--- config.mk ---
export PLATFORM = sky130hd
export DESIGN_NAME = tdec_top
export DESIGN_NICKNAME = d
export VERILOG_FILES = /design/src/rtl/tdec_pkg.sv /design/src/rtl/tdec_pattern_scan.sv /design/src/rtl/tdec_hit_encode.sv /design/src/rtl/tdec_top.sv
export SDC_FILE = /design/constraint.sdc
export NUM_CORES = 1
export LEC_CHECK = 0
export CORE_AREA = 2 2 60 118
export DETAILED_ROUTE_END_ITERATION = 8
export DIE_AREA = 0 0 62 120
export GPL_TIMING_DRIVEN = 0
export MAX_ROUTING_LAYER = met4
export PLACE_DENSITY = 0.81
export SLEW_MARGIN = 30
export SYNTH_ARGS = -nofsm -noshare
export SYNTH_HDL_FRONTEND = slang
export SYNTH_SLANG_ARGS = --single-unit
--- constraint.sdc ---
create_clock -name clk -period 9.5 [get_ports clk]
set_input_delay 1.9 -clock clk [delete_from_list [all_inputs] [get_ports clk]]
set_output_delay 1.9 -clock clk [all_outputs]
set_load 0.01 [all_outputs]
--- src/rtl/tdec_pkg.sv ---
package tdec_pkg;
    typedef enum logic [1:0] {
        ST_IDLE  = 2'd0,
        ST_LOW   = 2'd1,
        ST_HIGH  = 2'd2,
        ST_FAULT = 2'd3
    } tdec_state_t;
endpackage

--- src/rtl/tdec_pattern_scan.sv ---
// Marks every circular position whose bit equals LEAD while the next two
// bits (modulo N) hold the opposite value.
module tdec_pattern_scan #(
    parameter int N    = 32,
    parameter bit LEAD = 1'b1
) (
    input  logic [N-1:0] word,
    output logic [N-1:0] hits
);
    for (genvar g = 0; g < N; g++) begin : g_pos
        localparam int NEXT1 = (g + 1) % N;
        localparam int NEXT2 = (g + 2) % N;
        assign hits[g] = (word[g] == LEAD) && (word[NEXT1] != LEAD) && (word[NEXT2] != LEAD);
    end
endmodule

--- src/rtl/tdec_hit_encode.sv ---
// Lowest set position of a hit vector, plus none / more-than-one flags.
module tdec_hit_encode #(
    parameter int N     = 32,
    localparam int IW   = $clog2(N)
) (
    input  logic [N-1:0]  hits,
    output logic [IW-1:0] idx,
    output logic          none,
    output logic          multi
);
    int cnt;

    always_comb begin
        idx = '0;
        cnt = 0;
        for (int i = N - 1; i >= 0; i--) begin
            if (hits[i]) begin
                idx = IW'(i);
            end
            cnt = cnt + int'(hits[i]);
        end
        none  = (cnt == 0);
        multi = (cnt > 1);
    end
endmodule

--- src/rtl/tdec_top.sv ---
module tdec_top
    import tdec_pkg::*;
#(
    parameter int WORD_W = 32,
    localparam int IDX_W = $clog2(WORD_W)
) (
    input  logic              clk,
    input  logic              rst_n,
    input  logic [WORD_W-1:0] raw_word,
    input  logic              raw_valid,
    output logic [IDX_W:0]    fine_code,
    output logic              fine_valid,
    output logic              fine_err
);
    logic [WORD_W-1:0] fall_hits, rise_hits;
    logic [IDX_W-1:0]  fall_idx, rise_idx;
    logic              fall_none, fall_multi, rise_none, rise_multi;
    logic              fall_single, rise_single;

    tdec_pattern_scan #(.N(WORD_W), .LEAD(1'b1)) u_fall_scan (
        .word(raw_word), .hits(fall_hits)
    );
    tdec_pattern_scan #(.N(WORD_W), .LEAD(1'b0)) u_rise_scan (
        .word(raw_word), .hits(rise_hits)
    );
    tdec_hit_encode #(.N(WORD_W)) u_fall_enc (
        .hits(fall_hits), .idx(fall_idx), .none(fall_none), .multi(fall_multi)
    );
    tdec_hit_encode #(.N(WORD_W)) u_rise_enc (
        .hits(rise_hits), .idx(rise_idx), .none(rise_none), .multi(rise_multi)
    );

    assign fall_single = !fall_none && !fall_multi;
    assign rise_single = fall_none && !rise_none && !rise_multi;

    tdec_state_t       state_q, state_d;
    logic [IDX_W-1:0]  pos_q, pos_d;
    logic              vld_q;

    // next-state selection
    always_comb begin
        state_d = state_q;
        pos_d   = pos_q;
        if (raw_valid) begin
            if (fall_single) begin
                state_d = ST_LOW;
                pos_d   = fall_idx;
            end else if (rise_single) begin
                state_d = ST_HIGH;
                pos_d   = rise_idx;
            end else begin
                state_d = ST_FAULT;
                pos_d   = '0;
            end
        end
    end

    // state register
    always_ff @(posedge clk) begin
        if (!rst_n) begin
            state_q <= ST_IDLE;
            pos_q   <= '0;
            vld_q   <= 1'b0;
        end else begin
            state_q <= state_d;
            pos_q   <= pos_d;
            vld_q   <= raw_valid;
        end
    end

    // outputs
    always_comb begin
        fine_valid = vld_q;
        unique case (state_q)
            ST_IDLE: begin
                fine_code = '0;
                fine_err  = 1'b0;
            end
            ST_LOW: begin
                fine_code = {1'b0, pos_q};
                fine_err  = 1'b0;
            end
            ST_HIGH: begin
                fine_code = {1'b1, pos_q};
                fine_err  = 1'b0;
            end
            ST_FAULT: begin
                fine_code = '0;
                fine_err  = 1'b1;
            end
        endcase
    end

    p_valid_lag_r8: assert property (@(posedge clk) disable iff (!rst_n)
        raw_valid |=> fine_valid);
    p_no_spurious_r8: assert property (@(posedge clk) disable iff (!rst_n)
        !raw_valid |=> !fine_valid);
    p_hold_r8: assert property (@(posedge clk) disable iff (!rst_n)
        !raw_valid |=> ($stable(fine_code) && $stable(fine_err)));
    p_err_zero_r6: assert property (@(posedge clk) disable iff (!rst_n)
        fine_err |-> (fine_code == '0));
    p_flat_fault_r7: assert property (@(posedge clk) disable iff (!rst_n)
        (raw_valid && (raw_word == '0 || raw_word == '1)) |=> fine_err);
endmodule

# Word-level counts from Yosys, hierarchy flattened
# Cells that the tools add are included.
word_totals:
  regBits: 8
  in_bits: 35
  out_inout_bits: 8
  elab_cells: 312
classes:
  n_addsub: 62
  magnitude_cmp: 2
  n_eq_ne: 3
  muxes: 70
  bitwise: 32
  reduce_logical: 140
ops:
  columns: ["operator", "count"]
  rows:
  - ["adder 32 x 2 -> 32 bit", 60]
  - ["2-to-1 mux 5 bit", 66]
  - ["logical AND 1 bit", 131]
  - ["greater-than comparator 32 x 2 -> 1 bit (second input constant)", 2]
  - ["zero test 32 bit", 2]
  - ["inverter 1 bit", 32]
  - ["case mux 6 bit (3 select lines)", 1]
  - ["adder 1 x 1 -> 2 bit", 2]
  - ["equality test 2 bit (second input constant)", 2]
  - ["zero test 1 bit", 4]
  - ["OR reduction 3 bit", 1]
  - ["equality test 2 x 1 -> 1 bit (second input constant)", 1]
  - ["zero test 2 bit", 1]
  - ["2-to-1 mux 2 bit", 1]
  - ["case mux 1 bit (2 select lines)", 1]
  - ["OR reduction 2 bit", 1]
  - ["2-to-1 mux 1 bit", 1]

# Longest topological paths before layout
logic_depth:
  ltp_word: 40
  ltp_mapped: 20
  ltp_nobuf: 20

# By module
# From an unflattened synthesis, not the netlist that was laid out.
unflattened:
  cells_unflattened: 396
  area_unflattened_um2: 3274.4
by_module_without_submodules:
  columns: ["module", "n_inst", "cells_per_inst", "area_per_inst_um2"]
  rows:
  - ["tdec_hit_encode at u_rise_enc", 1, 143, 1181.1]
  - ["tdec_hit_encode at u_fall_enc", 1, 144, 1179.9]
  - ["tdec_top", 1, 45, 392.9]
  - ["tdec_pattern_scan at u_rise_scan", 1, 32, 280.3]
  - ["tdec_pattern_scan at u_fall_scan", 1, 32, 240.2]

# Worst setup path before layout
# Ideal clock, no wire load.
synth_path:
  path_kind: "input to register"
  from: "in raw_word[30]"
  to: "reg pos_q[4]"
  arrival_time_ns: 7.745
  required_ns: 9.430
  slack_ns: 1.685
  stages: 20
  n_path_buf: 1
  cell_sequence: "clkbuf_1 or2_2 ha_1 inv_1 fa_1 inv_1 fa_1 fa_1 fa_1 fa_1 fa_1 fa_1 inv_1 fa_1 nand4bb_1 nor4_1 o2111a_1 nand4_1 o32a_2 a21oi_1"
synth_via:
  elab_chain_cells: 40
  elab_cells_between_ends: 148
  classes_between: "add/sub: 62; order compare: 2; mux: 64; bitwise: 1; reduce/logical: 19"
synth_lines:
  columns: ["item", "line_no", "source"]
  rows:
  - ["from (decl)", "tdec_top.sv:9", "input logic [WORD_W-1:0] raw_word,"]
  - ["branches (longest 39 deep; another with adder 32 x 2 -> 32 bit)", null, null]
  - ["2-to-1 mux 5 bit (*)", "tdec_top.sv:45", "if (fall_single) begin"]
  - ["to (signal assigned)", "tdec_top.sv:66", "pos_q <= pos_d;"]
  - ["to (decl)", "tdec_top.sv:37", "logic [IDX_W-1:0] pos_q, pos_d;"]
# Every way passes the cells marked *.
# A chain may end at the register's enable or synchronous reset.

# Worst setup path in the final report
layout_path:
  from: "in raw_word[0]"
  to: "reg pos_q[4]"
layout_via:
  elab_chain_cells: 39
  elab_cells_between_ends: 150
  classes_between: "add/sub: 62; order compare: 2; mux: 66; bitwise: 1; reduce/logical: 19"
layout_lines:
  columns: ["item", "line_no"]
  rows:
  - ["branches (longest 38 deep; another with adder 32 x 2 -> 32 bit)", null]
  - ["2-to-1 mux 5 bit (*)", "tdec_top.sv:45"]
# Marks and branches as above.

==> out/summary.txt <==
FLOORPLAN
----------------------------------------------------------------------------------------
Initial cell density of the core                                                  56.57%
Die width                                                                          62 um
Core ar.                                                                      6569 sq um
Ports placed on the boundary                                                          43
Standard-cell rows                                                                    42
Die area                                                                      7440 sq um
Vert. Die Dim                                                                     120 um

CLOCK NETWORK
----------------------------------------------------------------------------------------
Number of gates given a new drive strength after cts                                   0
Maximum level of the CTS H-tree                                                        1
Buffers inserted by post-CTS timing repair                                             0
Clock net sink count                                                                   8
Maximum buffer depth of the clock tree                                                 2
Clock network latency to the later pin of the worst-skew pair                    0.23 ns
TritonCTS Buffers                                                                      3
Clock root buffer                                                           sky130_fd_sc_hd__clkbuf_16
Clock-pin slew on the worst setup and hold paths                                 0.04 ns
Number of buffers added to fix hold violations after cts                               0
CTS tree                                                                            done

SETUP PATH
----------------------------------------------------------------------------------------
Largest fanout on the critical path                                                    6
Biggest cell delay along the critical path                                       0.64 ns
Worst-path cell with the longest stage delay                                sky130_fd_sc_hd__clkdlybuf4s50_1
Crit path from                                                               raw_word[0]
Destination of the worst register-to-register timing path                   pos_q[0]$_SDFFE_PN0P_
Critical path start-end classification                                      input pin to register
Element type at the critical path start                                        input pin
Startpoint of the lowest-slack register-to-register path                    pos_q[0]$_SDFFE_PN0P_
Flop2flop setup slack                                                            8.52 ns
Endpoint arrival time on the critical path                                       9.13 ns
Worst path bufs/invs                                                                   2
Cell repeated most along the worst path                                     sky130_fd_sc_hd__fa_1
Cell count of the worst reg-to-reg path                                                2
Critical path, cell by cell                                                 clkdlybuf4s50_1, or3b_2, ha_1, fa_1, fa_1, fa_1, fa_1, fa_1, fa_1, fa_1, inv_1, fa_1, nand2b_1, nor4_2, o2111a_1, nand4_1, o32a_2, a21oi_1
Element type at the critical path end                                           register
Family of cells with the greatest summed delay on the critical path          adder cells
Required arrival time at the worst endpoint                                      9.67 ns

TIMING
----------------------------------------------------------------------------------------
Final WS setup                                                                 0.5353 ns
Achievable Freq                                                                111.5 MHz
Min cycle time layout                                                           8.965 ns
Final count of pins violating max slew                                                 0
Hold violation total from the final report                                             0
RSZ-0062 raised after global routing                                                  no
Aggregate negative setup slack                                                      0 ns
Worst Tran Pin Value                                                           0.8397 ns
Setup clock skew after layout                                                       0 ns
Portion of the clock cycle consumed by the worst path in the final layout         94.36%
Setup-failing EPs final                                                                0
Relative max-transition margin                                                    43.56%

DRT
----------------------------------------------------------------------------------------
Total via count in the routed design                                                3589
Remaining antenna violation count                                                      0
Number of iterations in the first detailed-routing pass                                5
Routed Wire Length                                                              11090 um
Starting DRC count in detailed routing                                               207
Drc violations                                                                         0
Post-detailed-route wirelength per cell                                         18.58 um
Via density per instance                                                           6.012

HOLD PATH
----------------------------------------------------------------------------------------
Worst Hold End                                                              pos_q[1]$_SDFFE_PN0P_
Hold Path Stages                                                                       2
Launch instance of the worst min-delay path                                 pos_q[1]$_SDFFE_PN0P_
Classification of the worst-slack hold path                                 register to register

POWER
----------------------------------------------------------------------------------------
Static leakage                                                                  1.928 nW
Pwr Total                                                                       594.4 uW
Sw Ratio                                                                          51.33%
Pwr/cell area                                                               140.5 nW/um^2
Max IR drop VDD                                                               0.07110 mV
Part of the power in registers                                                      7.6%
Power Internal                                                                  289.3 uW
Power share of the clock group                                                     12.0%
Switching power                                                                 305.1 uW
Power share of the combinational group                                             80.4%

LOGIC SYNTHESIS
----------------------------------------------------------------------------------------
Total of warnings raised by yosys                                                      0
Net count after synthesis                                                            576
Fraction of registers with async set/reset                                            0%
Cell Area, Synth                                                              3716 sq um
Number of different library cells in the post-synthesis netlist                       65
Average cell area after synthesis                                            7.856 sq um
Top area cells in the synthesized netlist                                   sky130_fd_sc_hd__fa_1 (26%), sky130_fd_sc_hd__inv_1 (8.1%), sky130_fd_sc_hd__ha_1 (6.7%), sky130_fd_sc_hd__dfxtp_1 (4.3%), sky130_fd_sc_hd__nand2b_1 (3.7%)
Synthesis-stage register bit count                                                     8
Most frequently used flop master after synthesis                            sky130_fd_sc_hd__dfxtp_1
Post-synth top area share                                                         25.86%
Cell taking the most area after synthesis                                   sky130_fd_sc_hd__fa_1
Sequential share of the synthesized area                                          4.310%
Synthesized netlist cell count                                                       473
Count of flip-flops with a built-in enable after synthesis                             0

GLOBAL ROUTE
----------------------------------------------------------------------------------------
Pin count of the biggest net entering global routing                                  11
Grt ovf                                                                                0
Vias in the first global route                                                      3607
Wire length of the first global-routing pass                                    17150 um
Overall Global Routing Usage                                                      32.25%
Initial antenna violation count                                                        0

PLACE
----------------------------------------------------------------------------------------
Pre-CTS worst setup slack                                                      0.4980 ns
HPWL Detailed                                                                    9395 um
Final Wtd Congestion                                                              0.9692
Cell area after placement                                                     4156 sq um
Number of I/O port buffers                                                            33
# placed instances                                                                   594

RUN STATUS
----------------------------------------------------------------------------------------
Run status                                                                     completed

FINISH
----------------------------------------------------------------------------------------
Share of post-route cells with drive strength above 1                             7.662%
Layout Cells excl Fill                                                               597
Number of antenna repair diodes                                                        0
Count of nets after finishing                                                        614
Final design instance area without fill                                       4232 sq um
Area added between synthesis and finish                                           13.87%
Layout filler cell count                                                             587

JOB
----------------------------------------------------------------------------------------
Maximum capacitance violations                                                         0

## per-stage QoR
step	hold slack [ns]	util [%]
after detailed placement	0.4643	63.28
after global placement	0.4599	63.28
after floorplan	0.4470	-
after CTS	0.4730	64.42
final	0.4699	64.42
after global routing	0.5081	64.42
## cells by family (layout without fill, tap and decap cells)
family / Yosys count / count (layout) / synth area share, %
simple gates: 189 / 189 / 31.52
buf+inv: 108 / 144 / 12.12
compound gates: 94 / 94 / 17.85
fa+ha+maj: 68 / 68 / 32.59
flops: 8 / 8 / 4.310
mux: 5 / 5 / 1.380
xor+xnor: 1 / 1 / 0.2357
## layout make-up
cell class | count | area, sq um | area share, %
Inverter | 80 | 300.3 | 7.096
Buffer | 28 | 150.1 | 3.548
Timing Repair Buffer | 33 | 330.3 | 7.806
Tap cell | 88 | 110.1 | 2.602
Sequential cell | 8 | 160.2 | 3.785
Multi-Input combinational cell | 357 | 3105 | 73.39
Clock buffer | 3 | 75.07 | 1.774
## flip-flops by register name (all words and copies together), names as in the netlist
name and cells:
fine_valid 1, state_q 2, pos_q 5
## worst min-delay path, cell delays in order, from the launching register on
cell	delay (ns)
sky130_fd_sc_hd__dfxtp_1	0.31
sky130_fd_sc_hd__nand3_1	0.07
sky130_fd_sc_hd__nand3_1	0.06
## cells in the mapped netlist, drive strengths merged, types with 3 or more instances
master	count
a2111oi	3
a211oi	9
a21o	6
a21oi	16
a311oi	3
and2	10
and3	5
and3b	9
buf	20
clkbuf	8
dfxtp	8
fa	48
ha	20
inv	80
mux2i	4
nand2	21
nand2b	23
nand3	8
nand3b	11
nor2	29
nor2b	15
nor3	8
nor3b	18
nor4	8
nor4b	4
o211ai	7
o21a	3
o21ai	22
o21bai	3
o221ai	3
or2	5
or3b	5
or4	3
## power groups by stage
stage               sequential [mW]  combinational (mW)  clock [mW]
CTS                          0.0449               0.464      0.0720
detailed placement           0.0454               0.460           0
global placement             0.0450               0.433           0
global route                 0.0459               0.525      0.0741
floorplan                    0.0438               0.321           0
finish                       0.0451               0.478      0.0716
## placed cells by master, fill, tap and decap left out, types with 4 or more instances in the layout
master	n
sky130_fd_sc_hd__nor2_1	29
sky130_fd_sc_hd__nor4b_1	4
sky130_fd_sc_hd__nand3_1	8
sky130_fd_sc_hd__clkbuf_1	8
sky130_fd_sc_hd__ha_1	20
sky130_fd_sc_hd__nand2_1	21
sky130_fd_sc_hd__inv_1	80
sky130_fd_sc_hd__clkdlybuf4s50_1	33
sky130_fd_sc_hd__or3b_1	4
sky130_fd_sc_hd__and3_1	5
sky130_fd_sc_hd__nand3b_1	11
sky130_fd_sc_hd__fa_1	48
sky130_fd_sc_hd__nor3b_2	4
sky130_fd_sc_hd__mux2i_1	4
sky130_fd_sc_hd__and2_1	9
sky130_fd_sc_hd__a21o_1	6
sky130_fd_sc_hd__buf_2	15
sky130_fd_sc_hd__a21oi_1	16
sky130_fd_sc_hd__nor3b_1	14
sky130_fd_sc_hd__o21ai_1	5
sky130_fd_sc_hd__nor2b_1	15
sky130_fd_sc_hd__a211oi_1	9
sky130_fd_sc_hd__nand2b_1	22
sky130_fd_sc_hd__or2_2	4
sky130_fd_sc_hd__nor4_1	7
sky130_fd_sc_hd__nor3_1	8
sky130_fd_sc_hd__and3b_1	9
sky130_fd_sc_hd__dfxtp_1	8
sky130_fd_sc_hd__o211ai_1	7
sky130_fd_sc_hd__o21ai_0	17
## layer usage
metal	GRT usage [%]	routed length, um	vias to the layer above
met5	-	0	-
met4	20.08	785	0
met3	6.573	621	58
met2	54.17	5929	138
met1	31.78	3753	1712
li1	-	-	1681
## worst max path at each step
stage                            endpoint  slack (ns)  cells past startpoint
floorplan           pos_q[4]$_SDFFE_PN0P_        1.69                     20
global placement    pos_q[4]$_SDFFE_PN0P_        0.55                     18
detailed placement  pos_q[4]$_SDFFE_PN0P_        0.50                     18
CTS                 pos_q[4]$_SDFFE_PN0P_        0.71                     18
global route        pos_q[4]$_SDFFE_PN0P_        0.43                     18
finish              pos_q[4]$_SDFFE_PN0P_        0.54                     18
(Power assumes the default switching activity.)
